File: src/rtl/refsched_pkg.sv
`timescale 1ns/1ps
package refsched_pkg;

    function automatic int unsigned max_u(input int unsigned a, input int unsigned b);
        return (a > b) ? a : b;
    endfunction

    // Width of a signed down-counter spanning 0..span with headroom for overdue values.
    function automatic int unsigned cnt_width(input int unsigned span);
        return $clog2(span + 1) + 2;
    endfunction

endpackage

File: src/rtl/refsched_bank_timer.sv
`timescale 1ns/1ps
module refsched_bank_timer #(
    parameter int unsigned CNT_W    = 12,
    parameter int unsigned REC_W    = 5,
    parameter int unsigned INIT_DUE = 400,
    parameter int unsigned T_REFI   = 400,
    parameter int unsigned LEAD     = 8,
    parameter int unsigned THR_ACT  = 22,
    parameter int unsigned THR_RD   = 12,
    parameter int unsigned THR_WR   = 24,
    parameter int unsigned T_RFC    = 20
) (
    input  logic             clk,
    input  logic             rst_n,
    input  logic             serviced_i,
    output logic             pending_o,
    output logic [CNT_W-1:0] due_in_o,
    output logic             guard_act_o,
    output logic             guard_rd_o,
    output logic             guard_wr_o
);
    localparam logic [CNT_W-1:0] FLOOR = {1'b1, {(CNT_W-1){1'b0}}};
    localparam logic signed [CNT_W-1:0] LEAD_S = CNT_W'(LEAD);
    localparam logic signed [CNT_W-1:0] ACT_S  = CNT_W'(THR_ACT);
    localparam logic signed [CNT_W-1:0] RD_S   = CNT_W'(THR_RD);
    localparam logic signed [CNT_W-1:0] WR_S   = CNT_W'(THR_WR);

    typedef struct packed {
        logic [CNT_W-1:0] due_in;   // cycles until refresh due, two's complement
        logic [REC_W-1:0] rec;      // remaining refresh recovery cycles
    } tmr_t;

    tmr_t s_d, s_q;

    always_comb begin
        s_d = s_q;
        if (s_q.rec != '0) begin
            s_d.rec = s_q.rec - 1'b1;
        end
        if (s_q.due_in != FLOOR) begin
            s_d.due_in = s_q.due_in - 1'b1;
        end
        if (serviced_i) begin
            s_d.due_in = s_q.due_in + CNT_W'(T_REFI - 1);
            s_d.rec    = REC_W'(T_RFC - 1);
        end
    end

    always_ff @(posedge clk or negedge rst_n) begin
        if (!rst_n) begin
            s_q.due_in <= CNT_W'(INIT_DUE);
            s_q.rec    <= '0;
        end else begin
            s_q <= s_d;
        end
    end

    assign due_in_o    = s_q.due_in;
    assign pending_o   = $signed(s_q.due_in) <= LEAD_S;
    assign guard_act_o = ($signed(s_q.due_in) <= ACT_S) || (s_q.rec != '0);
    assign guard_rd_o  = ($signed(s_q.due_in) <= RD_S)  || (s_q.rec != '0);
    assign guard_wr_o  = ($signed(s_q.due_in) <= WR_S)  || (s_q.rec != '0);

    AST_GUARD_AFTER_SERVICE: assert property (@(posedge clk) disable iff (!rst_n)
        (T_RFC > 1 && serviced_i) |=> (guard_act_o && guard_rd_o && guard_wr_o));

endmodule

File: src/rtl/refsched_pick.sv
`timescale 1ns/1ps
module refsched_pick #(
    parameter int unsigned N     = 8,
    parameter int unsigned CNT_W = 12,
    parameter int unsigned BW    = 3
) (
    input  logic [N-1:0]            pending_i,
    input  logic [N-1:0][CNT_W-1:0] due_i,
    output logic                    found_o,
    output logic [BW-1:0]           idx_o
);
    always_comb begin
        logic             hit;
        logic [BW-1:0]    sel;
        logic [CNT_W-1:0] best;
        hit  = 1'b0;
        sel  = '0;
        best = '0;
        // strict less-than keeps the lowest index on a tie
        for (int b = 0; b < int'(N); b++) begin
            if (pending_i[b] && (!hit || ($signed(due_i[b]) < $signed(best)))) begin
                hit  = 1'b1;
                sel  = BW'(b);
                best = due_i[b];
            end
        end
        found_o = hit;
        idx_o   = sel;
    end
endmodule

File: src/rtl/refresh_sched.sv
`timescale 1ns/1ps
module refresh_sched
    import refsched_pkg::*;
#(
    parameter int unsigned N      = 8,
    parameter int unsigned T_REFI = 400,
    parameter int unsigned T_RP   = 6,
    parameter int unsigned T_RFC  = 20,
    parameter int unsigned T_RAS  = 14,
    parameter int unsigned T_RTP  = 4,
    parameter int unsigned T_WL   = 4,
    parameter int unsigned T_CCD  = 4,
    parameter int unsigned T_WR   = 8
) (
    input  logic                 clk,
    input  logic                 rst_n,
    input  logic [N-1:0]         bank_idle_i,
    input  logic                 ref_done_i,
    input  logic [$clog2(N)-1:0] ref_bank_i,
    output logic                 req_valid_o,
    output logic [$clog2(N)-1:0] req_bank_o,
    output logic [N-1:0]         guard_act_o,
    output logic [N-1:0]         guard_rd_o,
    output logic [N-1:0]         guard_wr_o
);
    localparam int unsigned BW      = $clog2(N);
    localparam int unsigned LEAD    = max_u(N, T_RP);
    localparam int unsigned THR_ACT = LEAD + T_RAS;
    localparam int unsigned THR_RD  = LEAD + T_RTP;
    localparam int unsigned THR_WR  = LEAD + T_WL + T_CCD + T_WR;
    localparam int unsigned CNT_W   = cnt_width(T_REFI + max_u(THR_WR, THR_ACT));
    localparam int unsigned REC_W   = $clog2(T_RFC + 1);

    typedef struct packed {
        logic          valid;
        logic [BW-1:0] bank;
    } req_t;

    req_t                    req_d, req_q;
    logic [N-1:0]            serviced;
    logic [N-1:0]            pending;
    logic [N-1:0][CNT_W-1:0] due_vec;
    logic                    pick_found;
    logic [BW-1:0]           pick_idx;
    logic                    hit;

    for (genvar g = 0; g < int'(N); g++) begin : g_bank
        localparam int unsigned INIT = T_REFI - (N - 1) + g;
        refsched_bank_timer #(
            .CNT_W    (CNT_W),
            .REC_W    (REC_W),
            .INIT_DUE (INIT),
            .T_REFI   (T_REFI),
            .LEAD     (LEAD),
            .THR_ACT  (THR_ACT),
            .THR_RD   (THR_RD),
            .THR_WR   (THR_WR),
            .T_RFC    (T_RFC)
        ) u_tmr (
            .clk         (clk),
            .rst_n       (rst_n),
            .serviced_i  (serviced[g]),
            .pending_o   (pending[g]),
            .due_in_o    (due_vec[g]),
            .guard_act_o (guard_act_o[g]),
            .guard_rd_o  (guard_rd_o[g]),
            .guard_wr_o  (guard_wr_o[g])
        );
    end

    refsched_pick #(
        .N     (N),
        .CNT_W (CNT_W),
        .BW    (BW)
    ) u_pick (
        .pending_i (pending),
        .due_i     (due_vec),
        .found_o   (pick_found),
        .idx_o     (pick_idx)
    );

    always_comb begin
        req_d    = req_q;
        serviced = '0;
        hit      = req_q.valid && ref_done_i && (ref_bank_i == req_q.bank);
        if (hit) begin
            req_d.valid = 1'b0;
            serviced    = N'(1) << req_q.bank;
        end else if (!req_q.valid && pick_found && bank_idle_i[pick_idx]) begin
            req_d.valid = 1'b1;
            req_d.bank  = pick_idx;
        end
    end

    always_ff @(posedge clk or negedge rst_n) begin
        if (!rst_n) begin
            req_q <= '0;
        end else begin
            req_q <= req_d;
        end
    end

    assign req_valid_o = req_q.valid;
    assign req_bank_o  = req_q.bank;

    AST_REQ_HOLD: assert property (@(posedge clk) disable iff (!rst_n)
        (req_valid_o && !(ref_done_i && ref_bank_i == req_bank_o)) |=> (req_valid_o && $stable(req_bank_o)));

    AST_REQ_CLEAR: assert property (@(posedge clk) disable iff (!rst_n)
        (req_valid_o && ref_done_i && ref_bank_i == req_bank_o) |=> !req_valid_o);

    AST_LAUNCH_IDLE: assert property (@(posedge clk) disable iff (!rst_n)
        $rose(req_valid_o) |-> |($past(bank_idle_i) & (N'(1) << req_bank_o)));

    AST_GUARD_COVERS_REQ: assert property (@(posedge clk) disable iff (!rst_n)
        req_valid_o |-> (guard_act_o[req_bank_o] && guard_rd_o[req_bank_o] && guard_wr_o[req_bank_o]));

endmodule

File: config.mk
export PLATFORM = sky130hd
export DESIGN_NAME = refresh_sched
export DESIGN_NICKNAME = d
export VERILOG_FILES = /design/src/rtl/refsched_pkg.sv /design/src/rtl/refsched_bank_timer.sv /design/src/rtl/refsched_pick.sv /design/src/rtl/refresh_sched.sv
export SDC_FILE = /design/constraint.sdc
export NUM_CORES = 1
export LEC_CHECK = 0
export ABC_AREA = 1
export CORE_MARGIN = 1
export CORE_UTILIZATION = 35
export CTS_CLUSTER_SIZE = 25
export DETAILED_ROUTE_END_ITERATION = 12
export PLACE_DENSITY = 0.6
export SYNTH_ARGS = -nofsm -noshare
export SYNTH_HDL_FRONTEND = slang
export SYNTH_SLANG_ARGS = --single-unit
File: constraint.sdc
create_clock -name clk -period 24.4 [get_ports clk]
set_input_delay 4.88 -clock clk [delete_from_list [all_inputs] [get_ports clk]]
set_output_delay 4.88 -clock clk [all_outputs]
set_load 0.02 [all_outputs]
Yosys cells after proc, flatten, opt, wreduce, memory -nomap -nowiden
Cells that the tools add are included.

operators by class
  magnitude comparators = 40
  muxes and demuxes = 51
  $add $sub $neg = 24
  equal/unequal tests = 9
  shift operators = 1
  reduce and logical (&&, ||, !) cells = 76
  bitwise operators = 1

operator list
  operator                                                                            count
  11-bit by 5-bit less-or-equal comparator with 1-bit output (second input constant)  16
  11-bit by 6-bit less-or-equal comparator with 1-bit output (second input constant)  16
  11-bit two-way mux                                                                  15
  16-bit two-way mux                                                                  8
  11-bit by 9-bit adder with 11-bit output (second input constant)                    8
  11-bit inequality test (second input constant)                                      8
  11-bit by 1-bit subtractor with 11-bit output (second input constant)               8
  11-bit less-than comparator                                                         7
  5-bit two-way mux                                                                   8
  5-bit nonzero test                                                                  8
  5-bit by 1-bit subtractor with 5-bit output (second input constant)                 8
  2-bit nonzero test                                                                  17
  1-bit logical OR                                                                    31
  3-bit two-way mux                                                                   4
  1-bit logical AND                                                                   11
  1-bit two-way mux                                                                   11
  1-bit logical NOT                                                                   8
  8-bit two-way mux                                                                   1
  1-bit by 3-bit left shift with 8-bit output (first input constant)                  1
  3-bit by 4-bit less-than comparator with 1-bit output (second input constant)       1
  2-bit two-way mux                                                                   2
  4-bit two-way mux                                                                   1
  1-bit binary-select mux with 3-bit select                                           1
  3-bit equality test                                                                 1
  2 further kinds                                                                     2

word-level totals
  register bits after elaboration = 132
  output and inout bits = 28
  input bits = 14
  logic and storage cells = 220

Longest topological paths before layout
Gate-level depths: netlist of run 1.

  depth after elaboration = 35
  gate-level depth with buffers = 103
  depth with buffers taken out = 96

Hierarchy
A second synthesis of run 1 with hierarchy kept.

unflattened totals
  cell total of the unflattened synthesis = 1888
  area total of the unflattened synthesis = 12849.8 um2

by module, submodules not included
  module                                      seq. area each (um2)  area each (um2)  cells an instance  times used
  refsched_bank_timer at g_bank[2].u_tmr ...  406.6                 1233.7           172                3
  refsched_bank_timer at g_bank[0].u_tmr ...  405.4                 1232.4           172                3
  refsched_pick                               0.0                   2601.2           441                1
  refsched_bank_timer at g_bank[6].u_tmr      407.9                 1234.9           172                1
  refsched_bank_timer at g_bank[7].u_tmr      404.1                 1231.2           172                1
  refresh_sched                               100.1                 384.1            71                 1

Worst setup path after synthesis of run 1
OpenSTA, ideal clock, no wires.

  kind = register to register
  start point = register g_bank[0].u_tmr.s_q (netlist bit g_bank[0].u_tmr.due_in_o[1])
  end point = register req_q (netlist bit req_bank_o[2])
  library setup time = 0.117 ns
  buffers on the path = 7
  slack = 12.315 ns
  clock period less this slack = 12.085 ns
  required time = 24.283 ns
  cell stages (with the launch flop) = 94
  arrival time = 11.967 ns
  cell sequence = dfrtp_1 > inv_1 > ha_1 > nand2_1 > nor2_1 > nand3_1 > nand2_2 > clkbuf_1 > nand2_1 > ha_1 > a21oi_1 > o21ai_0 > a21oi_1 > nand2_1 > nand2_1 > nand3_2 > nand2_2 > clkbuf_1 > [58 not listed] > clkbuf_1 > o21ai_1 > ha_1 > a21oi_1 > nor2_1 > a211oi_1 > o221a_2 > nand2_1 > nand2_1 > nand3_2 > nand2_4 > nand2_2 > nand2_1 > nand3_1 > nand3_2 > nand3_2 > nand2_1 > nand2_1

on the way
  longest elaborated chain between the ends = 34
  elaborated cells on any way between the ends = 56
  those cells by class = order compare: 8; mux: 24; reduce/logical: 24

RTL lines
  item                                                                     line                       text
  from (decl)                                                              refsched_bank_timer.sv:33  tmr_t s_d, s_q;
  11-bit by 5-bit less-or-equal comparator with 1-bit output               refsched_bank_timer.sv:59  assign pending_o = $signed(s_q.due_in) <= LEAD_S;
  11-bit two-way mux / 1-bit two-way mux (equally long branches)           refsched_pick.sv:21        if (pending_i[b] && (!hit || ($signed(due_i[b]) < $signed(best)))) begin
  11-bit less-than comparator / 1-bit logical NOT (equally long branches)  refsched_pick.sv:21
  1-bit logical OR                                                         refsched_pick.sv:21
  1-bit logical AND                                                        refsched_pick.sv:21
  11-bit two-way mux / 1-bit two-way mux (equally long branches)           refsched_pick.sv:21
  11-bit less-than comparator / 1-bit logical NOT (equally long branches)  refsched_pick.sv:21
  1-bit logical OR                                                         refsched_pick.sv:21
  [18 not listed]                                                          --
  11-bit less-than comparator / 1-bit logical NOT (equally long branches)  refsched_pick.sv:21
  1-bit logical OR                                                         refsched_pick.sv:21
  1-bit logical AND                                                        refsched_pick.sv:21
  3-bit two-way mux                                                        refsched_pick.sv:21
  1-bit binary-select mux with 3-bit select                                refresh_sched.sv:89        end else if (!req_q.valid && pick_found && bank_idle_i[pick_idx]) begin
  1-bit two-way mux (not written as such)                                  refresh_sched.sv:89
  1-bit logical AND                                                        refresh_sched.sv:89
  2-bit AND reduction (no line)                                            --
  to (signal assigned)                                                     refresh_sched.sv:99        req_q <= req_d;
  to (decl)                                                                refresh_sched.sv:39        req_t req_d, req_q;

Parallel ways exist; a longest one is shown, timed or not. The select of a mux whose other input is x is not followed.
A chain may end at the register's enable or synchronous reset.

Final worst setup path of run 1
  start point = register g_bank[0].u_tmr.s_q (netlist bit g_bank[0].u_tmr.due_in_o[0])
  end point = register req_q (netlist bit req_bank_o[1])

Same word-level chain as after synthesis.

==> results.sh, run 1 <==
export IMPL_syn_area_um2=11200
export IMPL_crit_type="flip-flop to flip-flop"
export IMPL_dpl_hpwl_mm=21.4
export IMPL_netlist_area_leader_share_pct=21.5
export IMPL_synth_top_flop_cell="dfrtp_1"
export IMPL_synth_area_leader_cell="dfrtp_1"
export IMPL_multi_input_area_um2=6670
export IMPL_nFillCells=3195
export IMPL_antenna_cells=0
export IMPL_slew_headroom_pct=40.0
export IMPL_antenna_found_initial=0
export IMPL_max_cap_violations=0
export IMPL_cts_made_buffers=17
export IMPL_layout_drive_gt1_share_pct=8.17
export IMPL_grt_remaining_overflow=0
export IMPL_hold_class="flip-flop to flip-flop"
export IMPL_r2r_start="g_bank[0].u_tmr.due_in_o[0]"
export IMPL_grt_first_pass_wirelength_mm=46.4
export IMPL_worstSetupStartpoint="g_bank[0].u_tmr.due_in_o[0]"
export IMPL_synth_distinct_cells=44
export IMPL_wl_per_cell_um=13.9
export IMPL_worstMarginPinSlew_ps=892
export IMPL_synthTopCellsByCount="340 x nand2_1, 227 x inv_1, 134 x ha_1"
export IMPL_cts_hold_buf=0
export IMPL_io_pins=42
export IMPL_r2r_setup_slack_ps=11050
export IMPL_clk_pin_slew_ps=60
export IMPL_hold_start="g_bank[3].u_tmr.due_in_o[0]"
export IMPL_ys_async_sr_fraction_pct=100
export IMPL_cts_htree_levels=4
export IMPL_dieArea_um2=32700
export IMPL_fmax_mhz=74.9
export IMPL_fin_tns_setup_ps=0
export IMPL_ys_ff_latch=132
export IMPL_skew_ps=7.70
export IMPL_grt_setup_unrepaired="no"
export IMPL_routed_wl_mm=27.5
export IMPL_timing_final_crit_share_pct=54.7
export IMPL_syn_nets=1695
export IMPL_die_x_um=181
export IMPL_die_y_um=181
export IMPL_critPathMaxStageDelay_ps=580
export IMPL_core_um2=31500
export IMPL_grt_pass1_vias=9516
export IMPL_routabilityCongestion=0.910
export IMPL_path_max_fanout=25
export IMPL_clk_insertion_delay_late_ps=430
export IMPL_fin_nets=1714
export IMPL_setup_viol=0
export IMPL_cts_setup_buffers=0
export IMPL_cts_root_buf="clkbuf_16"
export IMPL_areaGrowthSynthToFinish_pct=11.6
export IMPL_critPathArrivalTime_ps=13670
export IMPL_cts_tree="built"
export IMPL_crit_slowest_cell="dfstp_2"
export IMPL_synth_most_common_cell="nand2_1"
export IMPL_crit_path_end_kind="flip-flop"
export IMPL_ant_nets=0
export IMPL_crit_path_start_kind="flip-flop"
export IMPL_min_period_ps=13350
export IMPL_port_buffers=41
export IMPL_syn_area_per_cell_um2=7.23
export IMPL_synth_edf_count=0
export IMPL_grt_max_degree=78
export IMPL_hold_viol_final=0
export IMPL_cp_data_required_time_ps=24720
export IMPL_yosysWarningCount=0
export IMPL_vias=9952
export IMPL_status="completed"
export IMPL_drtIter0Drc=625
export IMPL_synthCells=1547
export IMPL_initial_utilization_pct=35.5
export IMPL_slew_violations=0
export IMPL_cts_sinks=132
export IMPL_drc_errors=0
export IMPL_clockBufferDepth=2
export IMPL_synthTopCellsByArea="dfrtp_1 21%, ha_1 15%, nand2_1 11%"
export IMPL_r2r_cells=79
export IMPL_cp_common_cell="nand2_1"
export IMPL_synth_seq_area_share_pct=29.9
export IMPL_grt_usage_pct=17.5
export IMPL_seq_area_um2=3350
export IMPL_drt_pass1_iterations=5
export IMPL_post_cts_resized=0
export IMPL_whs_path_depth=1
export IMPL_rows=65
export IMPL_drt_vias_per_instance=5.02
-- per-stage QoR --
step	hold WS [ps]	cells	utilization (%)	setup WS, ps	area, um2
after floorplan	458	1547	-	12320	11200
after global placement	483	1949	37.6	11650	11800
after detailed placement	485	1949	37.6	11290	11800
after CTS	498	1981	39.6	11260	12500
after global routing	524	1981	39.6	9890	12500
final	501	1981	39.6	11050	12500
-- layer usage --
metal | GRT usage [%] | routed length, um | vias up
met1 | 23.2 | 13200 | 4589
li1 | - | - | 5146
met4 | 5.74 | 503 | 0
met2 | 28.8 | 12600 | 189
met5 | 0 | 0 | -
met3 | 2.90 | 1180 | 28
-- critical path: cells and delay by family, from the launching register on --
kind | cells | cell delay, ps
compound gates | 26 | 5700
fa+ha+maj | 8 | 2290
buf+inv | 1 | 80
flops | 1 | 580
simple gates | 44 | 4620
-- path summary, 6_finish.rpt --
path	end
worst max-delay path	req_bank_o[1]
worst min-delay path	g_bank[3].u_tmr.due_in_o[0]
worst max register to register	req_bank_o[1]
worst min register to register	g_bank[3].u_tmr.due_in_o[0]
max in group asynchronous	g_bank[1].u_tmr.due_in_o[2]
min in group asynchronous	g_bank[5].u_tmr.s_q[3]
-- final cells by class --
type                            instances  area share [%]
Timing Repair Buffer                   42            3.36
Inverter                              240            7.22
Clock buffer                           17            3.41
Multi-Input combinational cell       1133            53.5
Sequential cell                       132            26.8
Tap cell                              402            4.03
Clock inverter                         15            1.64
-- kinds of logic (layout without fill, tap and decap cells) --
| kind of cell | count (synthesis) | count (layout) | share of synthesized area, % |
|---|---|---|---|
| DFF | 132 | 132 | 29.9 |
| adders and majority gates | 134 | 134 | 15.0 |
| and+or+nand+nor | 692 | 692 | 27.5 |
| buffers and inverters | 282 | 314 | 10.4 |
| xor gates and xnor gates | 56 | 56 | 4.39 |
| AOI/OAI and AO/OA | 251 | 251 | 12.8 |
-- placed cells by master, fill, tap and decap left out, types with 23 or more instances in the layout --
cell type and instances:
nand3_1 102, o21ai_0 90, inv_1 227, dfstp_2 36, ha_1 134, nor2_1 127
nor3_1 30, nand2_1 340, a21oi_1 79, nand4_1 23, clkdlybuf4s50_1 40, dfrtp_1 96
xor2_1 46
-- flip-flops by register name, summed over array words and instances, names as in the netlist --
register and cells:
g_bank.u_tmr.due_in_o 88, g_bank.u_tmr.s_q 40, req_bank_o 3, req_valid_o 1
Power of run 1 is left out: the tool's default activity adds up to more than one toggle a clock period on the data nets, which glitch-free logic cannot reach.
==> run 2: changes to the inputs <==
Settings changed: PLACE_DENSITY 0.6 to 0.61.
Clock period 24.4 ns to 10.9 ns, I/O delays scaled along.
==> run 2 against run 1 <==
  * The flow now finishes with violations (setup timing)
  * Die area is the same
  * Fmax up 18%
  * Final area is 18% higher
  * Critical path depth is 3 higher
  * Via count is 9.1% higher
  * Hold slack lost 2.5 ps
  * Core utilization increased by 7.1 points
  * Worst setup slack got worse by 11000 ps
  * Final cell count increased by 8.1%
==> results.sh, run 2 (synthesis gave the netlist of run 1 again) <==
export IMPL_drt_pass1_iterations=5
export IMPL_rows=65
export IMPL_slew_headroom_pct=21.0
export IMPL_crit_path_start_kind="flip-flop"
export IMPL_final_cell_mix="298 x nand2_1, 222 x inv_1, 146 x buf_4"
export IMPL_min_period_ps=11320
export IMPL_grt_remaining_overflow=0
export IMPL_worstMarginPinSlew_ps=1170
export IMPL_dpl_hpwl_mm=22.3
export IMPL_io_pins=42
export IMPL_violations="setup timing"
export IMPL_drt_vias_per_instance=5.07
export IMPL_hold_viol_final=0
export IMPL_fmax_mhz=88.4
export IMPL_port_buffers=41
export IMPL_clockBufferDepth=2
export IMPL_critPathMaxStageDelay_ps=580
export IMPL_antenna_found_initial=0
export IMPL_nFillCells=2984
export IMPL_clk_pin_slew_ps=70
export IMPL_vias=10900
export IMPL_die_x_um=181
export IMPL_routed_wl_mm=31.0
export IMPL_max_cap_violations=0
export IMPL_grt_max_degree=79
export IMPL_setup_viol=4
export IMPL_largest_register_ffs=88
export IMPL_core_um2=31500
export IMPL_ant_nets=0
export IMPL_skew_ps=14.1
export IMPL_cts_root_buf="clkbuf_16"
export IMPL_cp_data_required_time_ps=11240
export IMPL_initial_utilization_pct=35.5
export IMPL_critPathArrivalTime_ps=11660
export IMPL_layout_drive_gt1_share_pct=24.8
export IMPL_r2r_setup_slack_ps=-420
export IMPL_areaGrowthSynthToFinish_pct=31.4
export IMPL_dieArea_um2=32700
export IMPL_status="finished with violations"
export IMPL_wl_per_cell_um=14.5
export IMPL_clk_insertion_delay_late_ps=450
export IMPL_crit_path_end_kind="flip-flop"
export IMPL_die_y_um=181
export IMPL_grt_usage_pct=18.9
export IMPL_cts_htree_levels=4
export IMPL_slew_violations=0
export IMPL_drc_errors=0
export IMPL_grt_first_pass_wirelength_mm=50.2
export IMPL_cts_sinks=132
export IMPL_dp_worst_setup_slack_ps=-969
export IMPL_path_max_fanout=8
export IMPL_timing_final_crit_share_pct=104
export IMPL_fin_ws_ps=-416
export IMPL_cts_made_buffers=17
export IMPL_mostFrequentLayoutCell="nand2_1"
export IMPL_drtIter0Drc=524
export IMPL_grt_pass1_vias=10500
export IMPL_crit_slowest_cell="dfstp_2"
export IMPL_grt_setup_unrepaired="yes"
export IMPL_routabilityCongestion=0.895
export IMPL_antenna_cells=0
export IMPL_cts_tree="built"
export IMPL_hold_class="flip-flop to flip-flop"
export IMPL_fin_nets=1875
export IMPL_crit_type="flip-flop to flip-flop"
==> run 2: changes by cell type in the layout (fill, tap and decap cells not counted), moves of 20 or more <==
cell	delta
nand2_4	+22
nand2_2	+23
o21ai_2	+20
nand2_1	-42
buf_4	+145
o21ai_0	-38
ha_4	+22
ha_1	-24
==> run 2: path summary, 6_finish.rpt <==
check                                            startpoint                          end  depth (start not counted)
worst max-delay path            g_bank[0].u_tmr.due_in_o[3]                req_bank_o[0]                         82
worst min-delay path                 g_bank[2].u_tmr.s_q[0]       g_bank[2].u_tmr.s_q[0]                          2
worst max register to register  g_bank[0].u_tmr.due_in_o[3]                req_bank_o[0]                         82
worst min register to register       g_bank[2].u_tmr.s_q[0]       g_bank[2].u_tmr.s_q[0]                          2
max in group asynchronous                             rst_n  g_bank[0].u_tmr.due_in_o[2]                          2
min in group asynchronous                             rst_n       g_bank[4].u_tmr.s_q[3]                          1
==> run 2: routing by layer <==
metal | GRT usage [%] | routed length, um | vias to the layer above
met4 | 7.11 | 943 | 0
met1 | 23.2 | 13600 | 5087
li1 | - | - | 5476
met3 | 3.47 | 1170 | 67
met5 | 0 | 0 | -
met2 | 32.9 | 15300 | 228
==> run 2: metrics by stage <==
step | std cells | TNS [ps] | area [um2] | hold WS [ps] | utilization [%]
after detailed placement | 2064 | -3830 | 12900 | 484 | 40.9
after global placement | 2064 | -2150 | 12900 | 482 | 40.9
after floorplan | 1547 | -59.0 | 11500 | 458 | -
final | 2141 | -1610 | 14700 | 498 | 46.7
after CTS | 2125 | -765 | 14000 | 502 | 44.5
after global routing | 2141 | -4610 | 14700 | 511 | 46.7
==> run 2: what timing repair did <==
action                                 4_1_cts  5_1_grt
setup buffers                               22       14
hold buffers                                 0        0
setup endpoints to repair                    4        4
endpoints found under the hold margin        0        0
gates cloned                                 8        2
pin swaps                                   31       56
resized for setup                           84      115
==> run 2: area by class of cell <==
class / instances / area [um2] / share of cell area (%)
clock buffer: 20 / 447 / 3.04
clock inverter: 11 / 136 / 0.928
inverter: 240 / 901 / 6.13
multi-input combinational: 1142 / 7770 / 52.9
sequential: 132 / 3350 / 22.8
tap: 402 / 503 / 3.42
timing repair buffer: 194 / 1590 / 10.8
==> run 2: worst max-delay path, delay by kind of cell, from the launching register on <==
| kind | cells | cell delay, ps |
|---|---|---|
| AND/OR/NAND/NOR | 50 | 4620 |
| AO/OA/AOI/OAI | 20 | 3410 |
| adder cells (fa/ha/maj) | 7 | 1870 |
| buffers and inverters | 5 | 670 |
| flip-flops | 1 | 580 |
Power of run 2 is left out for the same reason.
